[config.mk]
export PLATFORM = sky130hd
export DESIGN_NAME = pt_walker
export DESIGN_NICKNAME = d
export VERILOG_FILES = /design/src/rtl/pt_pkg.sv /design/src/rtl/pt_addr_gen.sv /design/src/rtl/pt_desc_check.sv /design/src/rtl/pt_ctrl.sv /design/src/rtl/pt_walker.sv
export SDC_FILE = /design/constraint.sdc
export NUM_CORES = 1
export LEC_CHECK = 0
export BUFFER_PORTS_ARGS = -buffer_cell sky130_fd_sc_hd__buf_4
export CAP_MARGIN = 20
export CORE_AREA = 2 2 78 80
export CTS_CLUSTER_SIZE = 24
export DETAILED_ROUTE_END_ITERATION = 8
export DIE_AREA = 0 0 80 82
export PLACE_DENSITY = 0.83
export SYNTH_ARGS = -nofsm -noshare
export SYNTH_HDL_FRONTEND = slang
export SYNTH_SLANG_ARGS = --single-unit
[constraint.sdc]
create_clock -name clk -period 2.7 [get_ports clk]
set_input_delay 0.27 -clock clk [delete_from_list [all_inputs] [get_ports clk]]
set_output_delay 0.27 -clock clk [all_outputs]
set_load 0.05 [all_outputs]
[src/rtl/pt_pkg.sv]
package pt_pkg;

    // Descriptor bit positions; the write-back and the bench depend on them
    localparam int DSC_PRESENT = 0;
    localparam int DSC_USE     = 1;
    localparam int DSC_DIRTY   = 2;
    localparam int DSC_WPERM   = 3;
    localparam int DSC_PFN_LSB = 4;

    // Default geometry
    localparam int DEF_VPN_W      = 4;
    localparam int DEF_OFF_W      = 10;
    localparam int DEF_PFN_W      = 6;
    localparam int DEF_DESC_W     = 16;
    localparam int DEF_MADDR_W    = 16;
    localparam int DEF_DESC_SHIFT = 1;

    typedef enum logic [2:0] {
        ST_IDLE,
        ST_RD_REQ,
        ST_RD_WAIT,
        ST_WB_REQ,
        ST_RESP
    } walk_state_e;

    typedef struct packed {
        logic hit;
        logic page_fault;
        logic prot_fault;
        logic need_wb;
    } verdict_t;

endpackage

[src/rtl/pt_addr_gen.sv]
module pt_addr_gen
    import pt_pkg::*;
#(
    parameter int VPN_W      = DEF_VPN_W,
    parameter int MADDR_W    = DEF_MADDR_W,
    parameter int DESC_SHIFT = DEF_DESC_SHIFT
) (
    input  logic [MADDR_W-1:0] base,
    input  logic [VPN_W-1:0]   vpn,
    output logic [MADDR_W-1:0] desc_addr
);
    logic [MADDR_W-1:0] scaled;

    always_comb begin
        scaled    = MADDR_W'(vpn) << DESC_SHIFT;
        desc_addr = base + scaled;
    end
endmodule

[src/rtl/pt_desc_check.sv]
module pt_desc_check
    import pt_pkg::*;
#(
    parameter int DESC_W = DEF_DESC_W,
    parameter int PFN_W  = DEF_PFN_W,
    parameter int OFF_W  = DEF_OFF_W
) (
    input  logic [DESC_W-1:0]      desc,
    input  logic                   is_write,
    input  logic [OFF_W-1:0]       offset,
    output verdict_t               verdict,
    output logic [DESC_W-1:0]      desc_upd,
    output logic [PFN_W+OFF_W-1:0] paddr
);
    localparam int PA_W = PFN_W + OFF_W;

    logic present, wperm, refused;
    logic [DESC_W-1:0] set_mask;

    always_comb begin
        present = desc[DSC_PRESENT];
        wperm   = desc[DSC_WPERM];
        // presence is judged first: absent pages never report protection
        refused = present && is_write && !wperm;

        set_mask = '0;
        set_mask[DSC_USE] = 1'b1;
        if (is_write) set_mask[DSC_DIRTY] = 1'b1;
        desc_upd = desc | set_mask;

        verdict.page_fault = !present;
        verdict.prot_fault = refused;
        verdict.hit        = present && !refused;
        verdict.need_wb    = verdict.hit && (desc_upd != desc);

        paddr = verdict.hit ? {desc[DSC_PFN_LSB +: PFN_W], offset} : PA_W'(0);
    end


    verdict_onehot_chk: assert final (
        $isunknown(desc) || $countones({verdict.hit, verdict.page_fault, verdict.prot_fault}) == 1);
endmodule

[src/rtl/pt_ctrl.sv]
module pt_ctrl
    import pt_pkg::*;
(
    input  logic clk,
    input  logic rst,
    input  logic req_valid,
    input  logic mem_req_ready,
    input  logic mem_rsp_valid,
    input  logic need_wb,
    output logic req_ready,
    output logic mem_req_valid,
    output logic mem_req_write,
    output logic rsp_valid,
    output logic take_req,
    output logic take_desc
);
    walk_state_e state, state_nx;

    always_comb begin
        state_nx = state;
        unique case (state)
            ST_IDLE:    if (req_valid)     state_nx = ST_RD_REQ;
            ST_RD_REQ:  if (mem_req_ready) state_nx = ST_RD_WAIT;
            ST_RD_WAIT: if (mem_rsp_valid) state_nx = need_wb ? ST_WB_REQ : ST_RESP;
            ST_WB_REQ:  if (mem_req_ready) state_nx = ST_RESP;
            ST_RESP:                       state_nx = ST_IDLE;
            default:                       state_nx = ST_IDLE;
        endcase
    end

    always_ff @(posedge clk) begin
        if (rst) state <= ST_IDLE;
        else     state <= state_nx;
    end

    always_comb begin
        req_ready     = (state == ST_IDLE);
        mem_req_valid = (state == ST_RD_REQ) || (state == ST_WB_REQ);
        mem_req_write = (state == ST_WB_REQ);
        rsp_valid     = (state == ST_RESP);
        take_req      = req_ready && req_valid;
        take_desc     = (state == ST_RD_WAIT) && mem_rsp_valid;
    end


    rsp_single_pulse_chk: assert property (@(posedge clk) disable iff (rst)
        rsp_valid |=> !rsp_valid && req_ready);


    accept_goes_busy_chk: assert property (@(posedge clk) disable iff (rst)
        take_req |=> !req_ready && mem_req_valid && !mem_req_write);
endmodule

[src/rtl/pt_walker.sv]
module pt_walker
    import pt_pkg::*;
#(
    parameter int VPN_W      = DEF_VPN_W,
    parameter int OFF_W      = DEF_OFF_W,
    parameter int PFN_W      = DEF_PFN_W,
    parameter int DESC_W     = DEF_DESC_W,
    parameter int MADDR_W    = DEF_MADDR_W,
    parameter int DESC_SHIFT = DEF_DESC_SHIFT
) (
    input  logic                   clk,
    input  logic                   rst,
    input  logic [MADDR_W-1:0]     tbl_base,
    input  logic                   req_valid,
    output logic                   req_ready,
    input  logic [VPN_W+OFF_W-1:0] req_vaddr,
    input  logic                   req_write,
    output logic                   mem_req_valid,
    input  logic                   mem_req_ready,
    output logic                   mem_req_write,
    output logic [MADDR_W-1:0]     mem_req_addr,
    output logic [DESC_W-1:0]      mem_req_wdata,
    input  logic                   mem_rsp_valid,
    input  logic [DESC_W-1:0]      mem_rsp_rdata,
    output logic                   rsp_valid,
    output logic [PFN_W+OFF_W-1:0] rsp_paddr,
    output logic                   rsp_hit,
    output logic                   rsp_page_fault,
    output logic                   rsp_prot_fault
);
    localparam int VA_W = VPN_W + OFF_W;
    localparam int PA_W = PFN_W + OFF_W;

    logic [VA_W-1:0]    va_q;
    logic               wr_q;
    logic [MADDR_W-1:0] base_q;
    logic [DESC_W-1:0]  wdata_q;
    logic [PA_W-1:0]    paddr_q;
    verdict_t           verdict_q;

    logic               take_req, take_desc;
    verdict_t           verdict;
    logic [DESC_W-1:0]  desc_upd;
    logic [PA_W-1:0]    paddr_c;

    pt_ctrl i_ctrl (
        .clk           (clk),
        .rst           (rst),
        .req_valid     (req_valid),
        .mem_req_ready (mem_req_ready),
        .mem_rsp_valid (mem_rsp_valid),
        .need_wb       (verdict.need_wb),
        .req_ready     (req_ready),
        .mem_req_valid (mem_req_valid),
        .mem_req_write (mem_req_write),
        .rsp_valid     (rsp_valid),
        .take_req      (take_req),
        .take_desc     (take_desc)
    );

    pt_addr_gen #(
        .VPN_W      (VPN_W),
        .MADDR_W    (MADDR_W),
        .DESC_SHIFT (DESC_SHIFT)
    ) i_addr (
        .base      (base_q),
        .vpn       (va_q[VA_W-1 -: VPN_W]),
        .desc_addr (mem_req_addr)
    );

    pt_desc_check #(
        .DESC_W (DESC_W),
        .PFN_W  (PFN_W),
        .OFF_W  (OFF_W)
    ) i_check (
        .desc     (mem_rsp_rdata),
        .is_write (wr_q),
        .offset   (va_q[OFF_W-1:0]),
        .verdict  (verdict),
        .desc_upd (desc_upd),
        .paddr    (paddr_c)
    );

    always_ff @(posedge clk) begin
        if (rst) begin
            va_q      <= '0;
            wr_q      <= 1'b0;
            base_q    <= '0;
            wdata_q   <= '0;
            paddr_q   <= '0;
            verdict_q <= '0;
        end else begin
            if (take_req) begin
                va_q   <= req_vaddr;
                wr_q   <= req_write;
                base_q <= tbl_base;
            end
            if (take_desc) begin
                wdata_q   <= desc_upd;
                paddr_q   <= paddr_c;
                verdict_q <= verdict;
            end
        end
    end

    assign mem_req_wdata  = wdata_q;
    assign rsp_paddr      = paddr_q;
    assign rsp_hit        = verdict_q.hit;
    assign rsp_page_fault = verdict_q.page_fault;
    assign rsp_prot_fault = verdict_q.prot_fault;


    wb_marks_use_chk: assert property (@(posedge clk) disable iff (rst)
        mem_req_valid && mem_req_write |-> mem_req_wdata[DSC_PRESENT] && mem_req_wdata[DSC_USE]);


    mem_req_hold_chk: assert property (@(posedge clk) disable iff (rst)
        mem_req_valid && !mem_req_ready |=> mem_req_valid && $stable(mem_req_addr) && $stable(mem_req_write));


    offset_passthru_chk: assert property (@(posedge clk) disable iff (rst)
        rsp_valid && rsp_hit |-> rsp_paddr[OFF_W-1:0] == va_q[OFF_W-1:0]);


    rsp_flags_onehot_chk: assert property (@(posedge clk) disable iff (rst)
        rsp_valid |-> $countones({rsp_hit, rsp_page_fault, rsp_prot_fault}) == 1);


    fault_paddr_zero_chk: assert property (@(posedge clk) disable iff (rst)
        rsp_valid && !rsp_hit |-> rsp_paddr == '0);
endmodule

# Yosys cells after proc, flatten, opt, wreduce, memory -nomap -nowiden
# Cells that the tools add are included.
# word_totals
regBits	69
wordCells	40
# classes
n_reduce_logical	12
addsub	1
eq_ne	9
mux	8
n_bitwise	1
# ops
cell	n
adder 16 x 5 -> 16 bit	1
2-to-1 mux 16 bit	1
!= test 16 bit	1
bitwise OR 16 x 3 -> 16 bit	1
2-to-1 mux 3 bit	5
one-hot mux 3 bit (4 select lines)	1
!= test 2 bit (second input constant)	4
== test 3 x 2 -> 1 bit (second input constant)	2
logical AND 1 bit	6
AND reduction 4 bit	1
== test 3 x 1 -> 1 bit (second input constant)	1
== test 3 bit (second input constant)	1
logical NOT 1 bit	3
logical NOT 3 bit	1
logical OR 1 bit	1
2-to-1 mux 1 bit	1

# Depth between registers and ports, before layout
# Gate-level depths: netlist of run 1.
# logic_depth
word_depth	8
ltp_mapped	7
ltp_nobuf	6

# Modules after synthesis
# From an unflattened synthesis of run 1, not the netlist that was laid out.
# unflattened
hier_cells	318
hier_area_um2	3284.4
# modules_own_cells
mod	instances	seq_area_each_um2	cells_per_inst	area_each_um2
pt_walker	1	1321.3	213	2374.8
pt_desc_check	1	0.0	43	371.6
pt_addr_gen	1	0.0	41	330.3
pt_ctrl	1	60.1	21	207.7

# Worst setup path before layout of run 1
# No wires, ideal clock.
# synth_path
kind	reg-to-output
startpoint	reg base_q[1]
endpoint	out mem_req_addr[9]
path_stages_with_launch	7
setup_slack_ps	352
t_arrival_ps	2078
path_cell_list	dfxtp_1 ha_1 fa_1 nand3_1 and2_1 nor2_1 xnor2_1
# synth_via
elab_chain_len	1
# synth_rtl
item	line	rtl
from (decl)	pt_walker.sv:36	logic [MADDR_W-1:0] base_q;
from (signal assigned)	pt_walker.sv:96	base_q <= tbl_base;
adder 16 x 5 -> 16 bit	pt_addr_gen.sv:16	desc_addr = base + scaled;
to (decl)	pt_walker.sv:21	output logic [MADDR_W-1:0] mem_req_addr,
# Every way passes these cells.

# Final worst setup path of run 1
# layout_path
startpoint	reg base_q[1]
endpoint	out mem_req_addr[11]
# The elaborated chain is that of the path after synthesis.

==> summary.md, run 1 <==
| Metric | Value |
|---|---|
| Outcome | `finished, final reports clean` |
| Largest family of logic cells by synthesized area | `simple AND/OR/NAND/NOR gates` |
| Final setup viols | `0` |
| Startpoint Class | `flop` |
| Yosys cell types | `36` |
| Clock latency on the worst-skew pair | `330 ps` |
| Mean post-synth cell area | `8.39 sq um` |
| Total congestion overflow | `0` |
| Synth Area in XOR/XNOR | `4.27%` |
| Cell Area, Placed | `3670 sq um` |
| CTS resizes | `0` |
| Mux share of post-synthesis cell area | `0%` |
| Layout cells sized above 1 | `33.3%` |
| Clk buf depth | `2` |
| Worst setup EP type | `output pin` |
| Post-CTS Setup Bufs | `0` |
| CTS tree | `yes` |
| Adder-cell share of the synthesized area | `2.44%` |
| Peak supply drop | `0.356 mV` |
| Final HPWL DP | `4880 microns` |
| Die X | `80 microns` |
| Post-route DRC | `0` |
| PortBufs | `106` |
| Layout area overhead | `36.4%` |
| Sw frac | `27.9%` |
| First-pass DRT Iterations | `4` |
| Vias per inst | `5.13` |
| IO Pins | `107` |
| Cells after synthesis | `342` |
| Avg WL per Cell | `13.6 microns` |
| Finished Layout Cells | `519` |
| Std cell rows | `28` |
| Die H | `82 microns` |
| Static Leak | `1.65 nW` |
| Post-layout min period | `2400 ps` |
| Worst-path maximum fanout | `4` |
| Fill cells | `498` |
| # clock sinks | `69` |
| Number of max-cap violations | `0` |
| Clock slew at reported path FFs | `70 ps` |
| WHS Path Cells | `2` |
| RR Endpoint | `va_q[6]` |
| Area of the die | `6560 sq um` |
| Final instance area | `3910 sq um` |
| Final-stage net count | `496` |
| Synth Area in Compound Gates | `17.5%` |
| Simple logic cell fraction of the synthesized area | `22.7%` |
| Seq cells post-synth | `69` |
| Hold Vio Cnt, Final | `0` |
| Final Util | `68.1%` |
| Clock power frac | `39.0%` |
| Crit Path Category | `reg2out` |
| 1st-iter DRT viols | `148` |
| R2r worst-path depth | `5` |
| Initial Util | `50.0%` |
| Area occupied by multi-input gates | `1350 sq um` |
| Cell area after synthesis | `2870 sq um` |
| Num CTS Buffers | `9` |
| Setup crit end | `mem_req_addr[11]` |
| Mapped Nets | `399` |
| WP data required | `2430 ps` |
| Slew headroom | `52.3%` |
| Worst slew pin tran | `715 ps` |
| GRT Resource Usage Total | `21.9%` |
| Pint | `1.87 mW` |
| Antenna violation net count after detailed routing | `0` |
| Setup_tns | `0 ps` |
| Largest net degree at the start of global routing | `68` |
| Sequential power share | `42.8%` |
| Final Skew | `5.97 ps` |
| Slew Limit Fails | `0` |
| Clock root buffer | `clkbuf_8` |
| Hold Worst Slack | `152 ps` |
| Clock H-tree levels | `3` |
| Total power | `2.60 mW` |
| RSZ-0062 raised after global routing | `false` |
| Post-Place Cells | `503` |
| Reg-to-Reg Start | `i_ctrl.state[1]` |
| First-pass GRT wire length | `11200 microns` |
| Comb pwr share | `18.2%` |
| Sw power | `727 uW` |
| Fmax | `417 MHz` |
| EDFF count, synth | `0` |
| Antenna Diode Count | `0` |
| Yosys Warn Count | `0` |
| PD cells | `665 nW/um^2` |
| Register area | `1380 sq um` |
| CTS Hold Bufs | `0` |
| Arr. time, crit path | `2130 ps` |
| Routed via count | `2663` |
| R2R setup slack | `910 ps` |
| Global placer's final weighted congestion | `0.831` |
| Crit path from | `base_q[1]` |
| Final Cycle Share | `88.7%` |
| Post-synth ARST share | `0%` |
| Initial antenna violation count | `0` |
| Number of global-route vias before repair | `2520` |
| Final worst slack | `304 ps` |
| Synth Flop Type | `dfxtp_1` |
| Core region area | `5750 sq um` |
| Sequential share of the synthesized area | `48.1%` |
| Routed WL | `7070 microns` |
| DP Worst Slack | `656 ps` |
| HP Class | `in2reg` |
-- state kept, by name, indices dropped and copies added, names as in the netlist --
register	cells
rsp_page_fault	1
wr_q	1
rsp_prot_fault	1
va_q	14
mem_req_wdata	16
rsp_paddr	16
i_ctrl.state	3
base_q	16
rsp_hit	1
-- power groups by stage --
| stage | Clock (mW) | Combinational, mW | Sequential (mW) |
|---|---|---|---|
| finish | 1.02 | 0.473 | 1.11 |
| global route | 1.08 | 0.509 | 1.12 |
| CTS | 1.03 | 0.476 | 1.11 |
| detailed placement | 0 | 0.472 | 1.14 |
| global placement | 0 | 0.465 | 1.13 |
| floorplan | 0 | 0.290 | 1.16 |
-- synthesized netlist by cell type, types with 3 or more instances --
| cell type | instances | share of area [%] |
|---|---|---|
| ha_1 | 4 | 1.7 |
| and2_1 | 3 | 0.65 |
| a22oi_2 | 9 | 3.9 |
| nand2_1 | 96 | 13 |
| nand4_1 | 4 | 0.87 |
| xor2_1 | 4 | 1.2 |
| inv_1 | 4 | 0.52 |
| buf_4 | 3 | 0.78 |
| a22oi_1 | 7 | 1.8 |
| nor2_1 | 18 | 2.4 |
| o21ai_0 | 3 | 0.52 |
| nand3_1 | 4 | 0.70 |
| a21oi_1 | 50 | 8.7 |
| buf_2 | 7 | 1.2 |
| clkbuf_1 | 12 | 1.6 |
| xnor2_1 | 10 | 3.1 |
| nor3_1 | 3 | 0.52 |
| a211oi_1 | 4 | 1.0 |
| and3_1 | 3 | 0.65 |
| nor2_2 | 10 | 2.2 |
| dfxtp_1 | 69 | 48 |
-- layer usage --
| layer | routed length [microns] | vias to the layer above | GRT usage [%] |
|---|---|---|---|
| met5 | 0 | - | 0 |
| li1 | - | 1329 | - |
| met2 | 3800 | 83 | 39.3 |
| met3 | 357 | 4 | 5.16 |
| met4 | 23 | 0 | 7.29 |
| met1 | 2890 | 1247 | 25.7 |
-- layout make-up --
class,instances,share of cell area [%]
sequential,69,35.3
multi-input combinational,245,34.5
timing repair buffer,110,21.1
clock buffer,10,3.52
clock inverter,6,2.81
tap,75,2.40
inverter,4,0.384
-- worst max-delay path, stage by stage, from the launching register on --
cell and delay [ps]:
dfxtp_1 320, ha_1 240, fa_1 420, nand3_1 150, and2_1 210, nand3b_1 140
xnor2_1 120, buf_4 210
-- cell families (layout without fill, tap and decap cells) --
logic type / count (synthesis) / count (layout)
XOR/XNOR: 14 / 14
AO/OA/AOI/OAI: 78 / 78
buffers and inverters: 28 / 130
AND/OR/NAND/NOR: 148 / 148
flip-flops: 69 / 69
adder cells (fa/ha/maj): 5 / 5
-- how the worst min path moves through the flow --
stage | from | to
after floorplan | mem_rsp_rdata[0] | rsp_page_fault
after global placement | mem_req_wdata[14] | mem_req_wdata[14]
after detailed placement | mem_req_wdata[13] | mem_req_wdata[13]
after CTS | mem_rsp_rdata[0] | rsp_page_fault
after global routing | mem_rsp_rdata[0] | rsp_page_fault
final | mem_rsp_rdata[0] | rsp_page_fault
-- cells in the final DEF (no fill, tap or decap), drive strengths merged --
cell type / instances
o31ai: 1
and3: 3
nand3b: 1
and2: 3
nor3b: 1
nand2: 96
nand4bb: 1
dfxtp: 69
nor3: 4
inv: 4
buf: 110
a21o: 1
nand3: 4
ha: 4
a211oi: 4
o21ai: 3
nand2b: 1
fa: 1
a21oi: 51
clkinvlp: 2
clkbuf: 10
bufinv: 3
o21bai: 1
xor2: 4
xnor2: 10
nand4: 4
nor2: 28
and2b: 1
a311o: 1
a22oi: 16
clkinv: 1
nor2b: 1
Power figures use the tool's default switching activity.
==> run 2, diff against run 1 <==
--- a/config.mk
+++ b/config.mk
@@ -12,6 +12,7 @@
 export DETAILED_ROUTE_END_ITERATION = 8
 export DIE_AREA = 0 0 80 82
 export PLACE_DENSITY = 0.83
+export RECOVER_POWER = 50
 export SYNTH_ARGS = -nofsm -noshare
 export SYNTH_HDL_FRONTEND = slang
 export SYNTH_SLANG_ARGS = --single-unit
==> summary.md, run 2 (same netlist as run 1, synthesis figures left out) <==
| Metric | Value |
|---|---|
| Avg WL per Cell | `13.7 microns (was 13.6 microns)` |
| CTS resizes | `0 (unchanged)` |
| Clock slew at reported path FFs | `70 ps (about the same)` |
| PD cells | `689 nW/um^2 (was 665 nW/um^2)` |
| Finished Layout Cells | `519 (unchanged)` |
| 1st-iter DRT viols | `155 (was 148)` |
| GRT Resource Usage Total | `21.9% (unchanged)` |
| WP data required | `2430 ps (about the same)` |
| Post-Place Cells | `503 (unchanged)` |
| Global placer's final weighted congestion | `0.831 (unchanged)` |
| Layout cells sized above 1 | `24.1% (was 33.3%)` |
| Final Util | `65.3% (was 68.1%)` |
| Final Cycle Share | `88.8% (was 88.7%)` |
| Clock H-tree levels | `3 (unchanged)` |
| Area of the die | `6560 sq um (unchanged)` |
| Post-layout min period | `2400 ps (about the same)` |
| Core region area | `5750 sq um (unchanged)` |
| Hold Vio Cnt, Final | `0 (unchanged)` |
| Outcome | `finished, final reports clean (unchanged)` |
| Number of max-cap violations | `0 (unchanged)` |
| Worst-path maximum fanout | `4 (unchanged)` |
| CTS tree | `yes (unchanged)` |
| CP cell instances | `ha_1, fa_1, nand3_1, and2_1, nand3b_1, xnor2_1, buf_4 (unchanged)` |
| Slew Limit Fails | `0 (unchanged)` |
| Fmax | `417 MHz (about the same)` |
| Post-CTS Setup Bufs | `0 (unchanged)` |
| PortBufs | `106 (unchanged)` |
| Area occupied by multi-input gates | `1340 sq um (was 1350 sq um)` |
| Routed via count | `2636 (was 2663)` |
| First-pass DRT Iterations | `4 (unchanged)` |
| Final setup viols | `0 (unchanged)` |
| HP Class | `in2reg (unchanged)` |
| RSZ-0062 raised after global routing | `false (unchanged)` |
| CTS Hold Bufs | `0 (unchanged)` |
| First-pass GRT wire length | `11200 microns (unchanged)` |
| Total congestion overflow | `0 (unchanged)` |
| Antenna violation net count after detailed routing | `0 (unchanged)` |
| Worst setup EP type | `output pin (unchanged)` |
| Die H | `82 microns (unchanged)` |
| Register area | `1380 sq um (unchanged)` |
| Antenna Diode Count | `0 (unchanged)` |
| Hold Worst Slack | `149 ps (was 152 ps)` |
| Worst slew pin tran | `1280 ps (was 715 ps)` |
| Final-stage net count | `496 (unchanged)` |
| Final HPWL DP | `4880 microns (unchanged)` |
| Die X | `80 microns (unchanged)` |
| Clock latency on the worst-skew pair | `330 ps (about the same)` |
| CP bufs+invs | `1 (unchanged)` |
| Post-route DRC | `0 (unchanged)` |
| Largest net degree at the start of global routing | `68 (unchanged)` |
| Static Leak | `1.48 nW (was 1.65 nW)` |
| Clk buf depth | `2 (unchanged)` |
| Number of global-route vias before repair | `2520 (unchanged)` |
| Fill cells | `528 (was 498)` |
| Peak supply drop | `0.358 mV (was 0.356 mV)` |
| Initial Util | `50.0% (unchanged)` |
| Slew headroom | `13.8% (was 52.3%)` |
| Routed WL | `7100 microns (was 7070 microns)` |
| CP delay by family, top | `adder cells (unchanged)` |
| Delay of the slowest cell on the worst path | `420 ps (about the same)` |
| Setup_tns | `0 ps (unchanged)` |
| # clock sinks | `69 (unchanged)` |
| Startpoint Class | `flop (unchanged)` |
| Slowest stage cell, crit path | `fa_1 (unchanged)` |
| Num CTS Buffers | `9 (unchanged)` |
| Vias per inst | `5.08 (was 5.13)` |
| Clock root buffer | `clkbuf_8 (unchanged)` |
| Layout area overhead | `30.7% (was 36.4%)` |
| IO Pins | `107 (unchanged)` |
| Final Skew | `7.44 ps (was 5.97 ps)` |
| Std cell rows | `28 (unchanged)` |
| Arr. time, crit path | `2130 ps (about the same)` |
| Initial antenna violation count | `0 (unchanged)` |
| Commonest non-fill, non-tap cell in the layout | `nand2_1 (was buf_4)` |
| Total power | `2.58 mW (was 2.60 mW)` |
| Crit Path Category | `reg2out (unchanged)` |
| Most frequent cells in the layout | `nand2_1 (96), buf_4 (70), dfxtp_1 (69), a21oi_1 (50), clkbuf_1 (40) (was buf_4 (110), nand2_1 (96), dfxtp_1 (69), a21oi_1 (50), nor2_1 (18))` |
## run 2: cell types whose count changed in the layout (fill, tap and decap cells not counted)
| cell | previous run | this run |
|---|---|---|
| nor3_4 | 1 | 0 |
| nor3_1 | 3 | 4 |
| buf_4 | 110 | 70 |
| clkbuf_1 | 0 | 40 |
| and2_1 | 3 | 2 |
| and2_0 | 0 | 1 |
## run 2: final cells by class
| type | instances | share of cell area, % |
|---|---|---|
| flip-flops and latches | 69 | 36.8 |
| inverters | 4 | 0.400 |
| multi-input cells | 245 | 35.7 |
| well taps | 75 | 2.50 |
| repair buffers | 110 | 18.0 |
| clock inverters | 6 | 2.93 |
| clock buffers | 10 | 3.67 |
## run 2: power breakdown
group,switching (mW),total (mW),internal [mW]
Sequential,0.0434,1.11,1.07
Clock,0.379,1.02,0.637
Combinational,0.304,0.455,0.151
Total,0.727,2.58,1.86
## run 2: worst reg2reg max path, delay by kind of cell, from the launching register on
kind / cells / cell delay [ps]
simple gates: 3 / 1300
flops: 1 / 530
buf+inv: 1 / 370
compound gates: 1 / 90
## run 2: per-layer routing
metal / routed length, microns / track usage, %
met1: 2970 / 25.7
met3: 372 / 5.16
met4: 14 / 7.29
met2: 3750 / 39.3
met5: 0 / 0
## run 2: final timing paths
path | slack, ps | end | startpoint | cells after the start
worst min register to register | 460 | mem_req_wdata[13] | mem_req_wdata[13] | 2
worst max register to register | 350 | rsp_paddr[2] | i_ctrl.state[1] | 5
worst max-delay path | 300 | mem_req_addr[11] | base_q[1] | 7
worst min-delay path | 150 | rsp_page_fault | mem_rsp_rdata[0] | 2
## run 2: through the flow
stage	worst slack [ps]	area, sq um
after global placement	704	3670
after CTS	287	3910
after detailed placement	656	3670
after global routing	114	3750
final	303	3750
after floorplan	352	2870
==> run 3, diff against run 2 <==
--- a/config.mk
+++ b/config.mk
@@ -5,12 +5,13 @@
 export SDC_FILE = /design/constraint.sdc
 export NUM_CORES = 1
 export LEC_CHECK = 0
+export ABC_AREA = 1
 export BUFFER_PORTS_ARGS = -buffer_cell sky130_fd_sc_hd__buf_4
 export CAP_MARGIN = 20
-export CORE_AREA = 2 2 78 80
+export CORE_AREA = 2 2 79 81
 export CTS_CLUSTER_SIZE = 24
 export DETAILED_ROUTE_END_ITERATION = 8
-export DIE_AREA = 0 0 80 82
+export DIE_AREA = 0 0 81 83
 export PLACE_DENSITY = 0.83
 export RECOVER_POWER = 50
 export SYNTH_ARGS = -nofsm -noshare
==> summary.md, run 3 <==
| Metric | Value |
|---|---|
| Outcome | `finished, final reports clean (unchanged)` |
| Die X | `81 microns (was 80 microns)` |
| Mean post-synth cell area | `7.40 sq um (was 8.39 sq um)` |
| Num CTS Buffers | `9 (unchanged)` |
| Setup crit end | `mem_req_addr[7] (was mem_req_addr[11])` |
| Sequential share of the synthesized area | `46.7% (was 48.1%)` |
| Clock latency on the worst-skew pair | `340 ps (was 330 ps)` |
| Fmax | `427 MHz (was 417 MHz)` |
| Layout area overhead | `29.2% (was 30.7%)` |
| Most instantiated cells after synthesis | `nand2_1 (116), a21oi_1 (69), dfxtp_1 (69), nand3_1 (44), inv_1 (25) (was nand2_1 (96), dfxtp_1 (69), a21oi_1 (50), nor2_1 (18), clkbuf_1 (12))` |
| Commonest non-fill, non-tap cell in the layout | `nand2_1 (unchanged)` |
| Number of global-route vias before repair | `2720 (was 2520)` |
| Hold Vio Cnt, Final | `0 (unchanged)` |
| Yosys cell types | `24 (was 36)` |
| Core region area | `5820 sq um (was 5750 sq um)` |
| Static Leak | `1.63 nW (was 1.48 nW)` |
| Layout cells sized above 1 | `18.0% (was 24.1%)` |
| Cell Area, Placed | `3740 sq um (was 3670 sq um)` |
| Finished Layout Cells | `576 (was 519)` |
| Antenna violation net count after detailed routing | `0 (unchanged)` |
| Crit path from | `va_q[10] (was base_q[1])` |
| Clk buf depth | `2 (unchanged)` |
| Post-CTS Setup Bufs | `0 (unchanged)` |
| HP Class | `in2reg (unchanged)` |
| # clock sinks | `69 (unchanged)` |
| First-pass DRT Iterations | `4 (unchanged)` |
| Worst setup EP type | `output pin (unchanged)` |
| EDFF count, synth | `0 (unchanged)` |
| Routed WL | `7500 microns (was 7100 microns)` |
| Final-stage net count | `553 (was 496)` |
| Avg WL per Cell | `13.0 microns (was 13.7 microns)` |
| Clock root buffer | `clkbuf_8 (unchanged)` |
| R2R setup slack | `450 ps (was 350 ps)` |
| Crit Path Category | `reg2out (unchanged)` |
| Most frequent cells in the layout | `nand2_1 (117), a21oi_1 (70), dfxtp_1 (69), buf_4 (67), nand3_1 (44) (was nand2_1 (96), buf_4 (70), dfxtp_1 (69), a21oi_1 (50), clkbuf_1 (40))` |
| Synth Flop Type | `dfxtp_1 (unchanged)` |
| RSZ-0062 raised after global routing | `false (unchanged)` |
| Global placer's final weighted congestion | `0.859 (was 0.831)` |
| Routed via count | `2942 (was 2636)` |
| Total congestion overflow | `0 (unchanged)` |
| Mapped Nets | `457 (was 399)` |
| Post-Place Cells | `560 (was 503)` |
| DP Worst Slack | `704 ps (was 656 ps)` |
| Post-synth ARST share | `0% (unchanged)` |
| Post-layout min period | `2340 ps (was 2400 ps)` |
| Final HPWL DP | `5340 microns (was 4880 microns)` |
| CTS tree | `yes (unchanged)` |
| Final Skew | `11.7 ps (was 7.44 ps)` |
| Setup_tns | `0 ps (unchanged)` |
| Cells after synthesis | `400 (was 342)` |
| Clock slew at reported path FFs | `80 ps (was 70 ps)` |
| Final Cycle Share | `86.8% (was 88.8%)` |
| R2r worst-path depth | `6 (was 5)` |
| Clock H-tree levels | `3 (unchanged)` |
| Final setup viols | `0 (unchanged)` |
| Final instance area | `3820 sq um (was 3750 sq um)` |
| Largest net degree at the start of global routing | `54 (was 68)` |
| Area occupied by multi-input gates | `1320 sq um (was 1340 sq um)` |
| Worst slew pin tran | `1170 ps (was 1280 ps)` |
| Fill cells | `536 (was 528)` |
| Std cell rows | `28 (unchanged)` |
| Largest area contributor in the netlist | `dfxtp_1 (unchanged)` |
| 1st-iter DRT viols | `181 (was 155)` |
| Register area | `1380 sq um (unchanged)` |
| Slew Limit Fails | `0 (unchanged)` |
| Slew headroom | `21.5% (was 13.8%)` |
| PD cells | `792 nW/um^2 (was 689 nW/um^2)` |
| Startpoint Class | `flop (unchanged)` |
| Worst-path maximum fanout | `5 (was 4)` |
| RR Endpoint | `rsp_paddr[9] (was rsp_paddr[2])` |
| Cell area after synthesis | `2960 sq um (was 2870 sq um)` |
| Initial Util | `50.9% (was 50.0%)` |
| IO Pins | `107 (unchanged)` |
| Share of Yosys cell area claimed by the top area cell type | `46.7% (was 48.1%)` |
| Count leader, synth | `nand2_1 (unchanged)` |
| Number of max-cap violations | `0 (unchanged)` |
| Initial antenna violation count | `0 (unchanged)` |
| Top cells by area, synth | `dfxtp_1 (47%), nand2_1 (15%), a21oi_1 (12%), nand3_1 (7.4%), inv_1 (3.2%) (was dfxtp_1 (48%), nand2_1 (13%), a21oi_1 (8.7%), a22oi_2 (3.9%), xnor2_1 (3.1%))` |
| Arr. time, crit path | `2070 ps (was 2130 ps)` |
| GRT Resource Usage Total | `22.8% (was 21.9%)` |
| Final worst slack | `356 ps (was 303 ps)` |
| CTS resizes | `0 (unchanged)` |
| Peak supply drop | `0.491 mV (was 0.358 mV)` |
| Antenna Diode Count | `0 (unchanged)` |
| First-pass GRT wire length | `12300 microns (was 11200 microns)` |
| Seq cells post-synth | `69 (unchanged)` |
| Vias per inst | `5.11 (was 5.08)` |
| Post-route DRC | `0 (unchanged)` |
| PortBufs | `106 (unchanged)` |
| Reg-to-Reg Start | `i_ctrl.state[1] (unchanged)` |
| Yosys Warn Count | `0 (unchanged)` |
| WP data required | `2430 ps (about the same)` |
| Area of the die | `6720 sq um (was 6560 sq um)` |
| Die H | `83 microns (was 82 microns)` |
| CTS Hold Bufs | `0 (unchanged)` |
run 3: cell types whose count changed after synthesis, sizes merged, moves of 11 or more:
cell,delta
a21oi,+19
a22oi,-16
inv,+25
nand2,+22
nand3,+40
nor2,-15
o21ai,+11
run 3: where the power goes:
part	total [mW]	switching [mW]	internal [mW]
clock	1.07	0.376	0.691
sequential	1.17	0.0663	1.11
combinational	0.787	0.564	0.223
run 3: cell type report:
type / instances / area share [%]
inverter: 29 / 2.91
timing repair buffer: 107 / 17.1
clock inverter: 3 / 2.36
sequential: 69 / 36.1
multi-input combinational: 280 / 34.6
clock buffer: 13 / 4.42
tap: 75 / 2.45
run 3: metrics by stage:
step | hold slack [ps] | power (mW) | util [%]
finish | 169 | 3.03 | 65.7
global route | 171 | 3.15 | 65.7
CTS | 162 | 3.07 | 68.8
detailed placement | 453 | 2.01 | 64.3
global placement | 445 | 2.00 | 64.3
floorplan | 409 | 1.78 | -
run 3: per-layer routing:
metal	GRT usage (%)	part of all wire, %
met4	7.86	1.7
met1	29.0	44
met3	4.46	5.7
met2	38.2	49
met5	0	0
run 3: worst min path at each step:
stage	from	to	slack [ps]	cells past startpoint
finish	mem_rsp_rdata[2]	mem_req_wdata[2]	170	3
global placement	va_q[2]	rsp_paddr[2]	450	2
floorplan	mem_rsp_rdata[2]	mem_req_wdata[2]	410	2
detailed placement	va_q[4]	rsp_paddr[4]	450	2
CTS	mem_rsp_rdata[2]	mem_req_wdata[2]	160	3
global route	mem_rsp_rdata[2]	mem_req_wdata[2]	170	3
run 3: logic make-up after synthesis:
kind of cell             Yosys count  share of synthesized area [%]
AND/OR/NAND/NOR                  183                           26.4
AO/OA/AOI/OAI                     86                           15.1
flip-flops                        69                           46.7
buffers and inverters             51                           7.70
XOR/XNOR                           6                           1.78
adder cells (fa/ha/maj)            5                           2.37
run 3: critical path, stage by stage, from the launching register on:
cell	delay [ps]
dfxtp_1	340
ha_1	200
fa_1	210
nand3_1	80
nand2_1	160
nand2_1	110
nor2_2	240
xor2_1	180
buf_4	220
